### src/rtl/aring_pkg.sv
package aring_pkg;

    // Register word addresses
    localparam logic [3:0] RA_BASE  = 4'h0;
    localparam logic [3:0] RA_CUR   = 4'h1;
    localparam logic [3:0] RA_LAST  = 4'h2;
    localparam logic [3:0] RA_CTRL  = 4'h3;
    localparam logic [3:0] RA_STAT  = 4'h4;
    localparam logic [3:0] RA_GCTRL = 4'h8;
    localparam logic [3:0] RA_GINT  = 4'h9;

    localparam int PAUSE_OFS  = 16;  // pause bit sits this far above start
    localparam int DESC_BYTES = 8;   // two words per descriptor

    typedef enum logic [3:0] {
        ST_IDLE,
        ST_D0_REQ,
        ST_D0_WAIT,
        ST_D1_REQ,
        ST_D1_WAIT,
        ST_S_REQ,
        ST_S_WAIT,
        ST_PUSH,
        ST_DONE,
        ST_ENDED
    } eng_state_e;

    // Channel control byte, LSB first: run, reset-regs, lvb/ioc/fe enables
    typedef struct packed {
        logic fe_ie;
        logic ioc_ie;
        logic lvb_ie;
        logic rr;
        logic run;
    } ctrl_t;

    // Sticky event bits (status bits 4:2)
    typedef struct packed {
        logic fe;
        logic ioc;
        logic lvb;
    } evt_t;

    function automatic logic [15:0] pick_lane(input logic [31:0] word,
                                              input logic hi);
        return hi ? word[31:16] : word[15:0];
    endfunction

endpackage

### src/rtl/aring_regs.sv
module aring_regs
    import aring_pkg::*;
#(
    parameter int IDX_W = 5,
    parameter int AW    = 32,
    parameter int SLOT  = 1
) (
    input  logic             clk,
    input  logic             rst,
    input  logic             reg_we,
    input  logic [3:0]       reg_addr,
    input  logic [31:0]      reg_wdata,
    output logic [31:0]      reg_rdata,
    input  logic [IDX_W-1:0] cur_idx,
    input  logic             busy,
    input  logic             ended,
    input  evt_t             ev,
    output logic [AW-1:0]    base_addr,
    output logic [IDX_W-1:0] last_idx,
    output logic             run,
    output logic             go,
    output logic             rr_pulse,
    output logic             cur_load,
    output logic [IDX_W-1:0] cur_load_val,
    output logic             irq
);
    localparam int PBIT = SLOT + PAUSE_OFS;

    ctrl_t            ctrl_q;
    evt_t             sts_q;
    logic             start_q, pause_q, gint_q;
    logic [AW-1:0]    base_q;
    logic [IDX_W-1:0] last_q;

    logic wr_base, wr_last, wr_ctrl, wr_stat, wr_gctrl, wr_gint;
    assign wr_base  = reg_we && reg_addr == RA_BASE;
    assign wr_last  = reg_we && reg_addr == RA_LAST;
    assign wr_ctrl  = reg_we && reg_addr == RA_CTRL;
    assign wr_stat  = reg_we && reg_addr == RA_STAT;
    assign wr_gctrl = reg_we && reg_addr == RA_GCTRL;
    assign wr_gint  = reg_we && reg_addr == RA_GINT;

    evt_t w1c;
    assign w1c = wr_stat ? evt_t'(reg_wdata[4:2]) : '0;

    always_ff @(posedge clk) begin
        if (rst) begin
            ctrl_q  <= '0;
            sts_q   <= '0;
            start_q <= 1'b0;
            pause_q <= 1'b0;
            gint_q  <= 1'b0;
            base_q  <= '0;
            last_q  <= '0;
        end else begin
            if (wr_base) base_q <= reg_wdata[AW-1:0];
            if (wr_last) last_q <= reg_wdata[IDX_W-1:0];
            if (wr_ctrl)        ctrl_q    <= ctrl_t'(reg_wdata[4:0]);
            else if (ctrl_q.rr) ctrl_q.rr <= 1'b0;
            if (wr_gctrl) begin
                start_q <= reg_wdata[SLOT];
                pause_q <= reg_wdata[PBIT];
            end
            if (ctrl_q.rr) sts_q <= '0;
            else           sts_q <= (sts_q & ~w1c) | ev;
            if (|ev)                          gint_q <= 1'b1;
            else if (wr_gint && reg_wdata[SLOT]) gint_q <= 1'b0;
        end
    end

    assign base_addr    = base_q;
    assign last_idx     = last_q;
    assign run          = ctrl_q.run;
    assign rr_pulse     = ctrl_q.rr;
    assign go           = ctrl_q.run && start_q && !pause_q && !ctrl_q.rr;
    assign cur_load     = reg_we && reg_addr == RA_CUR && !busy;
    assign cur_load_val = reg_wdata[IDX_W-1:0];
    assign irq          = |(sts_q & {ctrl_q.fe_ie, ctrl_q.ioc_ie, ctrl_q.lvb_ie});

    always_comb begin
        reg_rdata = '0;
        case (reg_addr)
            RA_BASE:  reg_rdata[AW-1:0]    = base_q;
            RA_CUR:   reg_rdata[IDX_W-1:0] = cur_idx;
            RA_LAST:  reg_rdata[IDX_W-1:0] = last_q;
            RA_CTRL:  reg_rdata[4:0] = {ctrl_q.fe_ie, ctrl_q.ioc_ie, ctrl_q.lvb_ie,
                                        ctrl_q.rr, ctrl_q.run | busy};
            RA_STAT:  reg_rdata[4:0] = {sts_q, 1'b0, ended};
            RA_GCTRL: begin
                reg_rdata[SLOT] = start_q;
                reg_rdata[PBIT] = pause_q;
            end
            RA_GINT:  reg_rdata[SLOT] = gint_q;
            default:  reg_rdata = '0;
        endcase
    end

    // the reset-registers bit lives for exactly one cycle
    a_r11_rr_selfclear: assert property (@(posedge clk) disable iff (rst)
        ctrl_q.rr && !(wr_ctrl && reg_wdata[1]) |=> !ctrl_q.rr);

    // status is empty right after a register reset
    a_r11_rr_clears_status: assert property (@(posedge clk) disable iff (rst)
        ctrl_q.rr |=> sts_q == '0);

    // a set status bit stays set unless cleared by write-one or reset
    a_r7_sticky: assert property (@(posedge clk) disable iff (rst)
        sts_q.lvb && !wr_stat && !ctrl_q.rr |=> sts_q.lvb);

endmodule

### src/rtl/aring_fetch.sv
module aring_fetch
    import aring_pkg::*;
#(
    parameter int IDX_W = 5,
    parameter int AW    = 32,
    parameter int LEN_W = 16,
    parameter int SW    = 16
) (
    input  logic             clk,
    input  logic             rst,
    input  logic             go,
    input  logic             run,
    input  logic             rr_pulse,
    input  logic [AW-1:0]    base_addr,
    input  logic [IDX_W-1:0] last_idx,
    input  logic             cur_load,
    input  logic [IDX_W-1:0] cur_load_val,
    output logic             mem_req,
    output logic [AW-1:0]    mem_addr,
    input  logic             mem_rvalid,
    input  logic [2*SW-1:0]  mem_rdata,
    output logic             smp_valid,
    input  logic             smp_ready,
    output logic [SW-1:0]    smp_data,
    output logic [IDX_W-1:0] cur_idx,
    output logic             busy,
    output logic             ended,
    output evt_t             ev
);
    localparam int DW  = 2 * SW;
    localparam int DSH = $clog2(DESC_BYTES);

    eng_state_e       st_q;
    logic [IDX_W-1:0] cur_q;
    logic [AW-1:0]    buf_q;
    logic [LEN_W-1:0] len_q, cnt_q;
    logic             ioc_q, half_q;
    logic [SW-1:0]    smp_q;

    logic [AW-1:0]    desc_addr, smp_addr;
    logic [LEN_W-1:0] cnt_nx;
    logic             at_last, is_req;

    assign desc_addr = base_addr + (AW'(cur_q) << DSH);
    assign smp_addr  = buf_q + (AW'(cnt_q) << 1);
    assign cnt_nx    = cnt_q + 1'b1;
    assign at_last   = cur_q == last_idx;
    assign is_req    = st_q == ST_D0_REQ || st_q == ST_D1_REQ || st_q == ST_S_REQ;

    always_comb begin
        case (st_q)
            ST_D0_REQ: mem_addr = desc_addr;
            ST_D1_REQ: mem_addr = desc_addr + AW'(4);
            default:   mem_addr = smp_addr & ~AW'(3);
        endcase
    end

    assign mem_req   = is_req && go;
    assign smp_valid = st_q == ST_PUSH && run;
    assign smp_data  = smp_q;
    assign cur_idx   = cur_q;
    assign busy      = st_q != ST_IDLE;
    assign ended     = st_q == ST_ENDED;

    always_comb begin
        ev     = '0;
        ev.ioc = st_q == ST_DONE && ioc_q;
        ev.lvb = st_q == ST_DONE && at_last;
        ev.fe  = st_q == ST_ENDED && run && smp_ready;
    end

    always_ff @(posedge clk) begin
        if (rst || rr_pulse) begin
            st_q   <= ST_IDLE;
            cur_q  <= '0;
            buf_q  <= '0;
            len_q  <= '0;
            cnt_q  <= '0;
            ioc_q  <= 1'b0;
            half_q <= 1'b0;
            smp_q  <= '0;
        end else begin
            case (st_q)
                ST_IDLE: begin
                    if (cur_load)  cur_q <= cur_load_val;
                    else if (go)   st_q  <= ST_D0_REQ;
                end
                ST_D0_REQ, ST_D1_REQ, ST_S_REQ: begin
                    if (!run) st_q <= ST_IDLE;
                    else if (go) begin
                        if (st_q == ST_S_REQ) half_q <= smp_addr[1];
                        st_q <= (st_q == ST_D0_REQ) ? ST_D0_WAIT :
                                (st_q == ST_D1_REQ) ? ST_D1_WAIT : ST_S_WAIT;
                    end
                end
                ST_D0_WAIT: if (mem_rvalid) begin
                    buf_q <= mem_rdata[AW-1:0];
                    st_q  <= run ? ST_D1_REQ : ST_IDLE;
                end
                ST_D1_WAIT: if (mem_rvalid) begin
                    len_q <= mem_rdata[LEN_W-1:0];
                    ioc_q <= mem_rdata[DW-1];
                    cnt_q <= '0;
                    if (!run)                            st_q <= ST_IDLE;
                    else if (mem_rdata[LEN_W-1:0] == '0) st_q <= ST_DONE;
                    else                                 st_q <= ST_S_REQ;
                end
                ST_S_WAIT: if (mem_rvalid) begin
                    smp_q <= pick_lane(mem_rdata, half_q);
                    st_q  <= run ? ST_PUSH : ST_IDLE;
                end
                ST_PUSH: begin
                    if (!run) st_q <= ST_IDLE;
                    else if (smp_ready) begin
                        cnt_q <= cnt_nx;
                        st_q  <= (cnt_nx == len_q) ? ST_DONE : ST_S_REQ;
                    end
                end
                ST_DONE: begin
                    if (at_last) st_q <= ST_ENDED;
                    else begin
                        cur_q <= cur_q + 1'b1;
                        st_q  <= ST_D0_REQ;
                    end
                end
                ST_ENDED: begin
                    if (!run) st_q <= ST_IDLE;
                    else if (!at_last) begin
                        cur_q <= cur_q + 1'b1;
                        st_q  <= ST_D0_REQ;
                    end
                end
                default: st_q <= ST_IDLE;
            endcase
        end
    end

    // an offered sample is held until taken (or the channel stops)
    a_r5_hold: assert property (@(posedge clk) disable iff (rst)
        smp_valid && !smp_ready |=> (smp_valid && $stable(smp_data)) || !run);

    // no request leaves unless the channel is allowed to fetch
    a_r4_req_gated: assert property (@(posedge clk) disable iff (rst)
        mem_req |-> go);

    // one outstanding read at a time
    a_r4_single: assert property (@(posedge clk) disable iff (rst)
        mem_req |=> !mem_req);

    // the index only holds or steps by one
    a_r3_step: assert property (@(posedge clk) disable iff (rst)
        !rr_pulse && !cur_load |=>
        (cur_q == $past(cur_q)) || (cur_q == IDX_W'($past(cur_q) + 1'b1)));

    // register reset returns the engine to idle at index 0
    a_r11_idle: assert property (@(posedge clk) disable iff (rst)
        rr_pulse |=> cur_q == '0 && !busy);

endmodule

### src/rtl/audio_ring_dma.sv
module audio_ring_dma
    import aring_pkg::*;
#(
    parameter int SLOT  = 1,
    parameter int IDX_W = 5,
    parameter int LEN_W = 16
) (
    input  logic        clk,
    input  logic        rst,
    input  logic        reg_we,
    input  logic [3:0]  reg_addr,
    input  logic [31:0] reg_wdata,
    output logic [31:0] reg_rdata,
    output logic        mem_req,
    output logic [31:0] mem_addr,
    input  logic        mem_rvalid,
    input  logic [31:0] mem_rdata,
    output logic        smp_valid,
    input  logic        smp_ready,
    output logic [15:0] smp_data,
    output logic        irq
);
    localparam int AW = 32;
    localparam int SW = 16;

    logic [IDX_W-1:0] cur_idx, last_idx, cur_load_val;
    logic [AW-1:0]    base_addr;
    logic             busy, ended, run, go, rr_pulse, cur_load;
    evt_t             ev;

    aring_regs #(.IDX_W(IDX_W), .AW(AW), .SLOT(SLOT)) regs_i (
        .clk, .rst, .reg_we, .reg_addr, .reg_wdata, .reg_rdata,
        .cur_idx, .busy, .ended, .ev,
        .base_addr, .last_idx, .run, .go, .rr_pulse,
        .cur_load, .cur_load_val, .irq
    );

    aring_fetch #(.IDX_W(IDX_W), .AW(AW), .LEN_W(LEN_W), .SW(SW)) fetch_i (
        .clk, .rst, .go, .run, .rr_pulse, .base_addr, .last_idx,
        .cur_load, .cur_load_val,
        .mem_req, .mem_addr, .mem_rvalid, .mem_rdata,
        .smp_valid, .smp_ready, .smp_data,
        .cur_idx, .busy, .ended, .ev
    );

endmodule

### config.mk
export PLATFORM = sky130hd
export DESIGN_NAME = audio_ring_dma
export DESIGN_NICKNAME = d
export VERILOG_FILES = /design/src/rtl/aring_pkg.sv /design/src/rtl/aring_regs.sv /design/src/rtl/aring_fetch.sv /design/src/rtl/audio_ring_dma.sv
export SDC_FILE = /design/constraint.sdc
export NUM_CORES = 1
export LEC_CHECK = 0
export ABC_AREA = 1
export ABC_CLOCK_PERIOD_IN_PS = 2200
export BUFFER_PORTS_ARGS = -buffer_cell sky130_fd_sc_hd__buf_4
export CAP_MARGIN = 0
export CORE_MARGIN = 8
export CORE_UTILIZATION = 40
export DETAILED_ROUTE_END_ITERATION = 10
export HOLD_SLACK_MARGIN = 0.05
export PLACE_DENSITY = 0.66
export SLEW_MARGIN = 10
export SYNTH_ARGS = -nofsm -noshare
export SYNTH_HDL_FRONTEND = slang
export SYNTH_SLANG_ARGS = --single-unit
### constraint.sdc
create_clock -name clk -period 2.2 [get_ports clk]
set_input_delay 0.11 -clock clk [delete_from_list [all_inputs] [get_ports clk]]
set_output_delay 0.11 -clock clk [all_outputs]
set_load 0.01 [all_outputs]
# Word level (Yosys, flattened, before mapping)
# Index checks and enable logic that the tools add are counted.
# op_classes
n_addsub,5
n_eq_ne,29
n_mux,39
bitwise_logic,6
reduce_logical,43
# ops
op,count
$mux 16,4
$mux 4,16
$pmux 32 s2,1
$add 32x17->32,1
$add 32x3->32 const B,1
$add 32x8->32,1
$pmux 16 s2,1
$pmux 4 s8,1
$eq 4x3->1 const B,5
$logic_and 1x1->1,18
$add 16x1->16 const B,1
$eq 16x16->1,1
$eq 4x2->1 const B,4
$eq 4x4->1 const B,4
$logic_not 16->1,1
$ne 2x2->1 const B,8
$mux 5,3
$pmux 3 s5,1
$pmux 5 s3,1
$mux 14,1
$mux 12,1
$reduce_or 3->1,3
$eq 4x1->1 const B,2
$logic_not 4->1,2
other kinds (26),40
# word_totals
ff_bits,139
inputBits,73
output_inout_bits,83
wordCells,143

# Longest topological paths before layout
# Gate-level depths: netlist (run 1).
# logic_depth
word_depth,6
ltp_mapped,19
depth_no_buf,19

# By module
# Synthesis (run 1) repeated with hierarchy kept, for this count alone.
# hier_totals
cells_unflattened,1752
hier_area_um2,10528.8
# modules_own_cells
module,instances,cells_per_inst,area_each_um2,seq_area_each_um2
aring_fetch,1,1400,8227.9,1801.7
aring_regs,1,352,2301.0,960.9

# Worst setup path before layout (run 1)
# Ideal clock, no wire load.
# synth_path
kind,reg2out
startpoint,"register fetch_i.cur_q[0], in the netlist fetch_i.cur_idx[0]"
endpoint,output mem_addr[23]
t_arrival_ns,2.336
required_time_ns,2.090
path_slack_ns,-0.246
stages_incl_launch_ff,17
path_cell_list,dfxtp_1 > ha_1 > fa_1 > nand2_1 > nor2_1 > nand2_1 > nor2_2 > nand2_1 > nor2_2 > nand3_1 > nor2_4 > nand2_2 > nor2_4 > nand2_1 > nand2_1 > nand3_1 > nand2_1
# synth_between
elab_chain_cells,3
# synth_lines
item,line_no,source
from (decl),aring_fetch.sv:34,logic [IDX_W-1:0] cur_q;
from (signal assigned),aring_fetch.sv:85,if (cur_load) cur_q <= cur_load_val;
from (signal assigned),aring_fetch.sv:122,cur_q <= cur_q + 1'b1;
from (signal assigned),aring_fetch.sv:129,cur_q <= cur_q + 1'b1;
$add 32x8->32 (*),aring_fetch.sv:44,assign desc_addr = base_addr + (AW'(cur_q) << DSH);
$add 32x3->32,aring_fetch.sv:53,ST_D1_REQ: mem_addr = desc_addr + AW'(4);
$pmux 32 s2 (*),aring_fetch.sv:51,case (st_q)
to (decl),audio_ring_dma.sv:15,"output logic [31:0] mem_addr,"
# Every way passes the cells marked *; elsewhere a longest branch is shown, timed or not.

# Worst setup path in the final report (run 1)
# layout_path
startpoint,"register fetch_i.cur_q[0], in the netlist fetch_i.cur_idx[0]"
endpoint,output mem_addr[19]
# The elaborated chain is that of the path after synthesis.

==> reports/results.tsv, run 1 <==
stage	metric	value	unit
run_status	status	finished, violations left	
run_status	failed_checks	setup timing	
global_route	antenna_found_initial	0	
timing	worst_slack	-0.8319	ns
cts	cts_buffer_depth	2	
die	die_w	175.5	um
layout	fin_util	61.72	%
die	ios	156	
cts	path_clk_slew	0.08	ns
yosys	syn-cell-area	0.01017	mm2
yosys	yosysWarnings	0	
setup_path	startpoint_type	register	
setup_path	crit_path_end_kind	output pin	
cts	clk_latency	0.44	ns
routing	vias_per_cell	5.310	
timing	fin_skew	0.01545	ns
global_route	grt_start_max_net_pins	65	
pwr	p_total	6.430	mW
yosys	synth_commonest_cells	nand2_1, nand3_1, inv_1	
yosys	ys.flop_type	dfxtp_1	
yosys	ys_seq_elements	138	
pwr	ir_worst_vdd	0.4676	mV
routing	route.vias.total	13180	
global_route	gr-total-overflow	0	
timing	rsz0062_at_grt	yes	
timing	finalHoldViolations	0	
cts	root_buffer	clkbuf_16	
yosys	syn_area_per_cell	5.987	um2
place	place_area	0.01334	mm2
flow_run	drv_cap	0	
timing	finalSetupViolations	30	
cts	numCtsBuffers	17	
die	die_area	0.03079	mm2
routing	drtPass1Iterations	6	
timing	post-route-period-util	137.8	%
global_route	grt_pass1_wl	65.77	mm
yosys	synth_top_cell_by_area	dfxtp_1	
layout	drive_gt1_share	31.32	%
setup_path	crit_arrival	2.92	ns
die	initial_core_util	40.51	%
die	rows	58	
yosys	synthesis.nets	1798	
pwr	p_int	4.567	mW
routing	wl	41.72	mm
pwr	seq_power_share	39.9	%
routing	drt-initial-drc-count	1053	
timing	period_minus_slack	3.032	ns
place	dp_cells	2364	
place	dp_hpwl	31.96	mm
pwr	powerDensity	414.9	mW/mm2
cts	cts_tree	done	
yosys	netlist.area_leader.share	27.16	%
min_path	hold_class	primary input to register	
layout	area_delta_synth_final	52.35	%
cts	cts_htree_levels	4	
yosys	synth_edf_count	0	
timing	tns	-19.51	ns
global_route	grt_pass1_vias	12627	
pwr	p_sw	1.863	mW
global_route	grt_use_total	26.48	%
timing	max_freq	329.8	MHz
die	die_h	175.5	um
layout	instances_no_fill	2482	
yosys	seq_area_frac_synth	27.16	%
layout	nets	2238	
yosys	synth_area_leaders	dfxtp_1, nand2_1, nand3_1	
routing	ant_nets	0	
setup_path	crit_type	register to output pin	
timing	slew_viol_final	0	
pwr	pwr-share-clk	45.7	%
timing	tightest_slew	0.6875	ns
setup_path	cp.required	2.09	ns
routing	routedWlPerCell	16.81	um
layout	fin_area	0.01550	mm2
routing	post-route-drc-count	0	
die	core-area	0.02511	mm2
yosys	syn_inst	1699	
cts	cts_sinks	138	
yosys	synth.most_common_cell	nand2_1	
pwr	swShare	28.97	%
setup_path	critical_path.max_fanout	4	
layout	diodes	0	
place	port-buffer-count	155	
yosys	synth_cell_type_count	54	
timing	relSlewSlack	54.11	%
yosys	async_flop_share	0	%
place	gp_congestion	0.9765	
pwr	p_leak	6.690	nW
pwr	comb_power_share	14.5	%
cell families after synthesis:
kind of cell,share of synthesized area (%)
AND/OR/NAND/NOR,38.18
buffers and inverters,9.483
XOR/XNOR,2.103
adder cells (fa/ha/maj),3.346
AO/OA/AOI/OAI,17.96
multiplexers,1.771
flip-flops,27.16
registers in the layout, summed over array words and instances (netlist names), 3 cells and up:
register / count
regs_i.base_addr: 32
fetch_i.buf_q: 31
fetch_i.cnt_q: 16
regs_i.ctrl_q: 3
regs_i.last_idx: 5
fetch_i.smp_data: 16
fetch_i.cur_idx: 5
fetch_i.st_q: 4
regs_i.sts_q: 3
fetch_i.len_q: 16
cells in the final DEF (no fill, tap or decap), types with 38 or more instances in the layout:
cell	netlist	layout
a21oi_1	175	166
buf_4	1	387
dfxtp_1	138	125
dlygate4sd3_1	0	59
inv_1	185	178
nand2_1	439	392
nand2_2	9	50
nand3_1	189	166
nor2_1	184	142
nor2_2	8	38
o21ai_0	120	107
worst paths after layout:
check                     start                to  slack, ns  cells after the start
max          fetch_i.cur_idx[0]      mem_addr[19]      -0.83                     16
min                 reg_addr[2]    regs_i.start_q       0.06                      4
max reg2reg    fetch_i.cnt_q[1]   fetch_i.st_q[3]      -0.04                     17
min reg2reg    fetch_i.buf_q[9]  fetch_i.buf_q[9]       0.47                      2
per-layer routing:
metal	share of wire (%)	wire length [um]	up-vias	global-route usage, %
li1	-	-	6503	-
met1	44	18500	6120	35.05
met2	45	18760	490	41.94
met3	8.2	3412	67	6.249
met4	2.5	1040	0	8.266
met5	0	0	-	0
power groups by stage:
stage | Clock [mW] | Sequential [mW] | Combinational, mW
finish | 2.94 | 2.56 | 0.929
global route | 3.07 | 2.57 | 1.01
CTS | 2.96 | 2.56 | 0.885
detailed placement | 0 | 2.61 | 0.772
global placement | 0 | 2.61 | 0.764
floorplan | 0 | 2.61 | 0.347
timing repair:
| item | CTS | global route |
|---|---|---|
| hold buffers | 59 | 0 |
| resized for setup | 134 | 89 |
| endpoints found under the setup margin | 34 | 39 |
| buffers inserted | 24 | 8 |
| pin swaps | 41 | 43 |
| endpoints found under the hold margin | 78 | 0 |
layout make-up:
class	count	area [um2]
fillers	2396	9612
multi-input cells	1306	7166
repair buffers	471	3786
flip-flops and latches	138	2781
inverters	205	774.5
clock buffers	19	442.9
well taps	330	412.9
clock inverters	13	133.9
metrics by stage:
step	setup slack, ns	hold WS, ns
after global placement	-0.5821	0.3470
after detailed placement	-0.5969	0.3523
final	-0.8319	0.05611
after floorplan	-0.1478	0.1791
after global routing	-1.035	0.07261
after CTS	-0.7976	0.05158
worst max-delay path, stage by stage (launching register included):
cell and delay [ns]:
dfxtp_2 0.34, ha_4 0.16, fa_2 0.55, nand2_2 0.08
nor2_4 0.10, nand2_2 0.08, nor2_2 0.10, nand2_1 0.07
nor2_2 0.13, nand3_2 0.11, nor2_4 0.15, nand2_4 0.08
nor2_4 0.14, nand2_2 0.08, nand3_2 0.08, nand3_2 0.10
buf_6 0.14
No activity file was read; power rests on OpenSTA's default activity.
==> run 2: changes to the inputs <==
- SKIP_CTS_REPAIR_TIMING: default -> 1
- SLEW_MARGIN: 10 -> default
==> run 2 against run 1 <==
  * The run still ends with setup timing left
  * Sequential cell count did not move
  * Worst setup slack worse by 0.030 ns
  * Clock skew fell by 0.00070 ns
  * Total power grew 0.21%
  * Sequential share of layout area is 0.20 points higher
  * Core utilization down 0.79 points
  * Critical path depth unchanged
  * Die area unchanged
  * Critical endpoint is now mem_addr[30]
  * Largest power group unchanged
==> reports/results.tsv, run 2 (synthesis results as in run 1) <==
stage	metric	value	unit
cts	numCtsBuffers	17	
routing	vias_per_cell	5.291	
layout	instances_no_fill	2466	
routing	wl	41.40	mm
place	gp_congestion	0.9765	
setup_path	max_stage_delay	0.37	ns
setup_path	crit_type	register to output pin	
setup_path	crit_family	simple AND/OR/NAND/NOR gates	
timing	finalSetupViolations	29	
die	die_area	0.03079	mm2
global_route	grt_use_total	25.50	%
timing	relSlewSlack	54.47	%
routing	drt-initial-drc-count	1126	
layout	register_area	0.002776	mm2
layout	largest_reg_flops	32	
place	port-buffer-count	155	
min_path	worstHoldPathCells	3	
layout	num-fill-cells	2422	
cts	cts_sinks	138	
cts	path_clk_slew	0.07	ns
die	core-area	0.02511	mm2
setup_path	crit_slowest_cell	fa_2	
layout	diodes	0	
routing	drtPass1Iterations	6	
setup_path	startpoint_type	register	
pwr	powerDensity	421.1	mW/mm2
setup_path	cp.required	2.09	ns
global_route	grt_start_max_net_pins	65	
cts	cts_tree	done	
cts	cts_buffer_depth	2	
place	dp_cells	2364	
setup_path	rr_worst_depth	16	
run_status	status	finished, violations left	
timing	period_minus_slack	3.062	ns
timing	slew_viol_final	0	
min_path	hold_end	fetch_i.len_q[0]	
setup_path	regToRegStartpoint	fetch_i.cnt_q[2]	
routing	routedWlPerCell	16.79	um
layout	final_common_cell	nand2_1	
global_route	antenna_found_initial	0	
pwr	ir_worst_vdd	0.4602	mV
die	initial_core_util	40.51	%
cts	clk_latency	0.44	ns
place	dp_hpwl	31.96	mm
layout	multiInputGateArea	0.007133	mm2
timing	rsz0062_at_grt	yes	
layout	nets	2222	
timing	finalHoldViolations	0	
routing	route.vias.total	13048	
die	rows	58	
timing	max_freq	326.6	MHz
run_status	failed_checks	setup timing	
timing	fin_hold_ws	0.003003	ns
routing	ant_nets	0	
pwr	p_leak	6.669	nW
setup_path	crit_arrival	2.95	ns
global_route	grt_pass1_vias	11990	
timing	fin_skew	0.01475	ns
die	ios	156	
timing	post-route-period-util	139.2	%
layout	area_delta_synth_final	50.41	%
global_route	gr-total-overflow	0	
setup_path	critical_path.max_fanout	4	
global_route	grt_pass1_wl	63.13	mm
cts	root_buffer	clkbuf_16	
setup_path	crit_path_end_kind	output pin	
cts	cts_htree_levels	4	
setup_path	r2r-end	fetch_i.st_q[3]	
routing	post-route-drc-count	0	
setup_path	crit_chain	ha_4 > fa_2 > nand3_2 > nand3_4 > xor2_4 > buf_4 > buf_4 > nand2_1 > nor3_2 > nand2_2 > nor2_4 > nand3_1 > nand2_1 > nand3_2 > nand2_1 > buf_4	
die	die_w	175.5	um
die	die_h	175.5	um
timing	worst_slack	-0.8619	ns
layout	fin_util	60.93	%
min_path	min_from	mem_rdata[0]	
layout	drive_gt1_share	30.57	%
setup_path	r2r_slack	-0.03	ns
layout	final_cell_mix	nand2_1, buf_4, inv_1, nand3_1, a21oi_1	
setup_path	path_buf_inv	3	
min_path	hold_class	primary input to register	
flow_run	drv_cap	0	
timing	tightest_slew	0.6820	ns
==> run 2: layout make-up <==
cell class,count,share of cell area [%]
Tap cell,330,2.699
Multi-Input combinational cell,1306,46.62
Timing Repair Buffer,455,23.66
Clock inverter,13,0.8750
Sequential cell,138,18.15
Clock buffer,19,2.895
Inverter,205,5.103
==> run 2: how the worst max path moves through the flow <==
stage	from	to	depth (start not counted)
after floorplan	fetch_i.cur_idx[0]	mem_addr[21]	16
after global placement	regs_i.base_addr[3]	mem_addr[11]	13
after detailed placement	regs_i.base_addr[3]	mem_addr[11]	13
after CTS	regs_i.base_addr[3]	mem_addr[11]	13
after global routing	fetch_i.cur_idx[0]	mem_addr[24]	14
final	fetch_i.cur_idx[0]	mem_addr[30]	16
==> run 2: where the power goes <==
part | switching (mW) | total, mW | internal (mW)
registers | 0.0334 | 2.56 | 2.53
clock network | 1.31 | 2.94 | 1.62
logic | 0.519 | 0.944 | 0.425
total | 1.87 | 6.44 | 4.58
==> run 2: layer usage <==
layer	track usage [%]	vias up	share of wire [%]
li1	-	6462	-
met1	34.96	6034	44
met2	39.21	483	45
met3	5.604	69	8.2
met4	7.948	0	2.6
met5	0	-	0
==> run 2: metrics by stage <==
step / TNS (ns) / power, mW / instance area [um2] / setup WS, ns
after floorplan: -1.234 / 2.962 / 10220 / -0.1478
after global placement: -8.836 / 3.377 / 13340 / -0.5821
after detailed placement: -9.833 / 3.386 / 13340 / -0.5969
after CTS: -23.18 / 6.296 / 13920 / -1.061
after global routing: -23.85 / 6.653 / 15300 / -1.015
final: -19.62 / 6.443 / 15300 / -0.8619
==> run 2: worst reg2reg max path, stage by stage (launching register included) <==
cell and delay [ns]:
dfxtp_2 0.38, buf_4 0.15, nand2_1 0.06, nor2_1 0.10, buf_4 0.16, nand2_1 0.08
inv_1 0.10, nand2_1 0.06, nand2_1 0.07, nand2_1 0.05, nand2_1 0.05, nand2_1 0.08
a21oi_1 0.22, nand4_1 0.28, nand2_1 0.15, nand2_1 0.06, a21oi_1 0.11
==> run 3: changes to the inputs <==
- BUFFER_PORTS_ARGS: -buffer_cell sky130_fd_sc_hd__buf_4 -> default
- CORE_MARGIN: 8 -> 2
- DONT_BUFFER_PORTS: default -> 1
- PLACE_DENSITY: 0.66 -> 0.6
==> run 3 against run 2 <==
  * The flow finishes with violations (hold timing, setup timing)
  * Cell area fell by 7.6%
  * Clock skew rose by 0.0054 ns
  * Sequential cell count is the same
  * Critical path depth shrank 4
  * Die area decreased by 13%
  * Critical path type unchanged
  * Critical endpoint is now mem_addr[22]
  * Largest cell class unchanged
  * Highest routed layer is now met5
==> reports/results.tsv, run 3 (synthesis results as in run 1) <==
stage	metric	value	unit
run_status	status	finished, violations left	
run_status	failed_checks	hold timing, setup timing	
place	gp_congestion	1.012	
cts	root_buffer	clkbuf_16	
layout	fin_util	56.32	%
layout	register_area	0.002780	mm2
setup_path	crit_path_end_kind	output pin	
timing	finalSetupViolations	28	
place	dp_cells	2194	
cts	cts_sinks	138	
layout	area_delta_synth_final	39.03	%
layout	largest_reg_flops	32	
setup_path	crit_slowest_cell	fa_2	
setup_path	critical_path.max_fanout	5	
cts	numCtsBuffers	17	
setup_path	startpoint_type	register	
cts	path_clk_slew	0.07	ns
pwr	ir_worst_vdd	0.4163	mV
routing	vias_per_cell	5.366	
timing	post-route-period-util	139.4	%
layout	instances_no_fill	2316	
layout	final_common_cell	nand2_1	
routing	drt-initial-drc-count	1222	
cts	cts_buffer_depth	2	
routing	routedWlPerCell	17.53	um
global_route	grt_pass1_wl	59.48	mm
setup_path	endpoint	mem_addr[22]	
cts	clk_latency	0.43	ns
layout	final_cell_mix	nand2_1, buf_4, inv_1, nand3_1, a21oi_1	
setup_path	cp.required	2.09	ns
timing	finalHoldViolations	2	
place	port-buffer-count	0	
setup_path	r2r-end	fetch_i.st_q[3]	
flow_run	drv_cap	0	
setup_path	crit_start	regs_i.base_addr[3]	
routing	drtPass1Iterations	5	
timing	max_freq	326.0	MHz
layout	nets	2072	
pwr	powerDensity	444.2	mW/mm2
setup_path	max_stage_delay	0.59	ns
global_route	grt_start_max_net_pins	65	
routing	wl	40.60	mm
layout	multiInputGateArea	0.007102	mm2
timing	relSlewSlack	34.37	%
setup_path	regToRegStartpoint	fetch_i.cnt_q[0]	
timing	period_minus_slack	3.067	ns
die	die_area	0.02672	mm2
timing	worst_slack	-0.8674	ns
layout	diodes	0	
setup_path	rr_worst_depth	16	
die	ios	156	
setup_path	crit_chain	ha_4 > fa_2 > inv_1 > nor3_4 > nand3_2 > nor2_4 > nand4_4 > nor2_4 > nand2_2 > o21ai_1 > nand2_1 > nand2_1	
global_route	gr-total-overflow	0	
layout	drive_gt1_share	24.12	%
place	dp_hpwl	31.32	mm
setup_path	crit_arrival	2.96	ns
layout	num-fill-cells	2559	
cts	cts_tree	done	
timing	rsz0062_at_grt	yes	
die	initial_core_util	40.51	%
min_path	worstHoldPathCells	3	
die	rows	58	
global_route	antenna_found_initial	1	
setup_path	crit_type	register to output pin	
die	core-area	0.02511	mm2
global_route	grt_use_total	28.71	%
pwr	p_leak	5.827	nW
routing	ant_nets	0	
die	die_h	163.5	um
cts	cts_htree_levels	4	
timing	fin_hold_ws	-0.01856	ns
setup_path	r2r_slack	-0.04	ns
min_path	hold_class	primary input to register	
timing	tightest_slew	0.9834	ns
timing	slew_viol_final	0	
routing	post-route-drc-count	0	
die	die_w	163.5	um
routing	route.vias.total	12427	
timing	fin_skew	0.02012	ns
global_route	grt_pass1_vias	10905	
-- run 3: changes by cell type in the layout (fill, tap and decap cells not counted), moves of 6 or more --
cell           change
nand2_2            +9
nand2_4            -6
buf_4            -156
buf_6              -7
dlygate4sd3_1     +13
nor2_2            -13
nor2_1            +12
-- run 3: worst min-delay path by stage --
stage	from	end
floorplan	rst	regs_i.ctrl_q[3]
global placement	rst	regs_i.pause_q
detailed placement	rst	regs_i.ctrl_q[3]
CTS	rst	regs_i.ctrl_q[3]
global route	mem_rdata[18]	fetch_i.buf_q[18]
finish	reg_wdata[1]	regs_i.gint_q
-- run 3: per-stage QoR --
| step | hold slack [ns] | area (um2) | setup WS, ns | setup TNS, ns | total power [mW] |
|---|---|---|---|---|---|
| floorplan | 0.1791 | 10220 | -0.1478 | -1.234 | 2.962 |
| global placement | 0.1805 | 12050 | -0.4074 | -7.063 | 3.181 |
| detailed placement | 0.1823 | 12050 | -0.4407 | -8.185 | 3.186 |
| CTS | -0.2619 | 12630 | -0.9042 | -20.58 | 6.100 |
| global route | 0.04954 | 14140 | -1.018 | -23.59 | 6.490 |
| finish | -0.01856 | 14140 | -0.8674 | -19.55 | 6.282 |
-- run 3: area by class of cell --
class	instances	share of cell area, %
Inverter	205	5.459
Clock buffer	20	3.088
Timing Repair Buffer	305	17.68
Clock inverter	12	0.9820
Multi-Input combinational cell	1306	50.22
Tap cell	330	2.920
Sequential cell	138	19.66
-- run 3: worst max-delay path: cells and delay by family, from the launching register on --
family / cells / cell delay [ns]
AO/OA/AOI/OAI: 1 / 0.13
adder cells (fa/ha/maj): 2 / 0.75
buffers and inverters: 1 / 0.09
flip-flops: 1 / 0.34
AND/OR/NAND/NOR: 8 / 1.21
-- run 3: per-layer routing --
metal / track usage (%) / vias up / routed length (um)
li1: - / 6174 / -
met2: 43.25 / 460 / 17940
met1: 40.85 / 5709 / 18750
met4: 7.855 / 2 / 980
met3: 6.755 / 82 / 2924
met5: 0 / - / 10
-- run 3: where the power goes --
part / total, mW / switching [mW] / internal (mW)
sequential: 2.56 / 0.0334 / 2.53
clock: 2.96 / 1.27 / 1.69
combinational: 0.763 / 0.452 / 0.312
total: 6.28 / 1.75 / 4.53
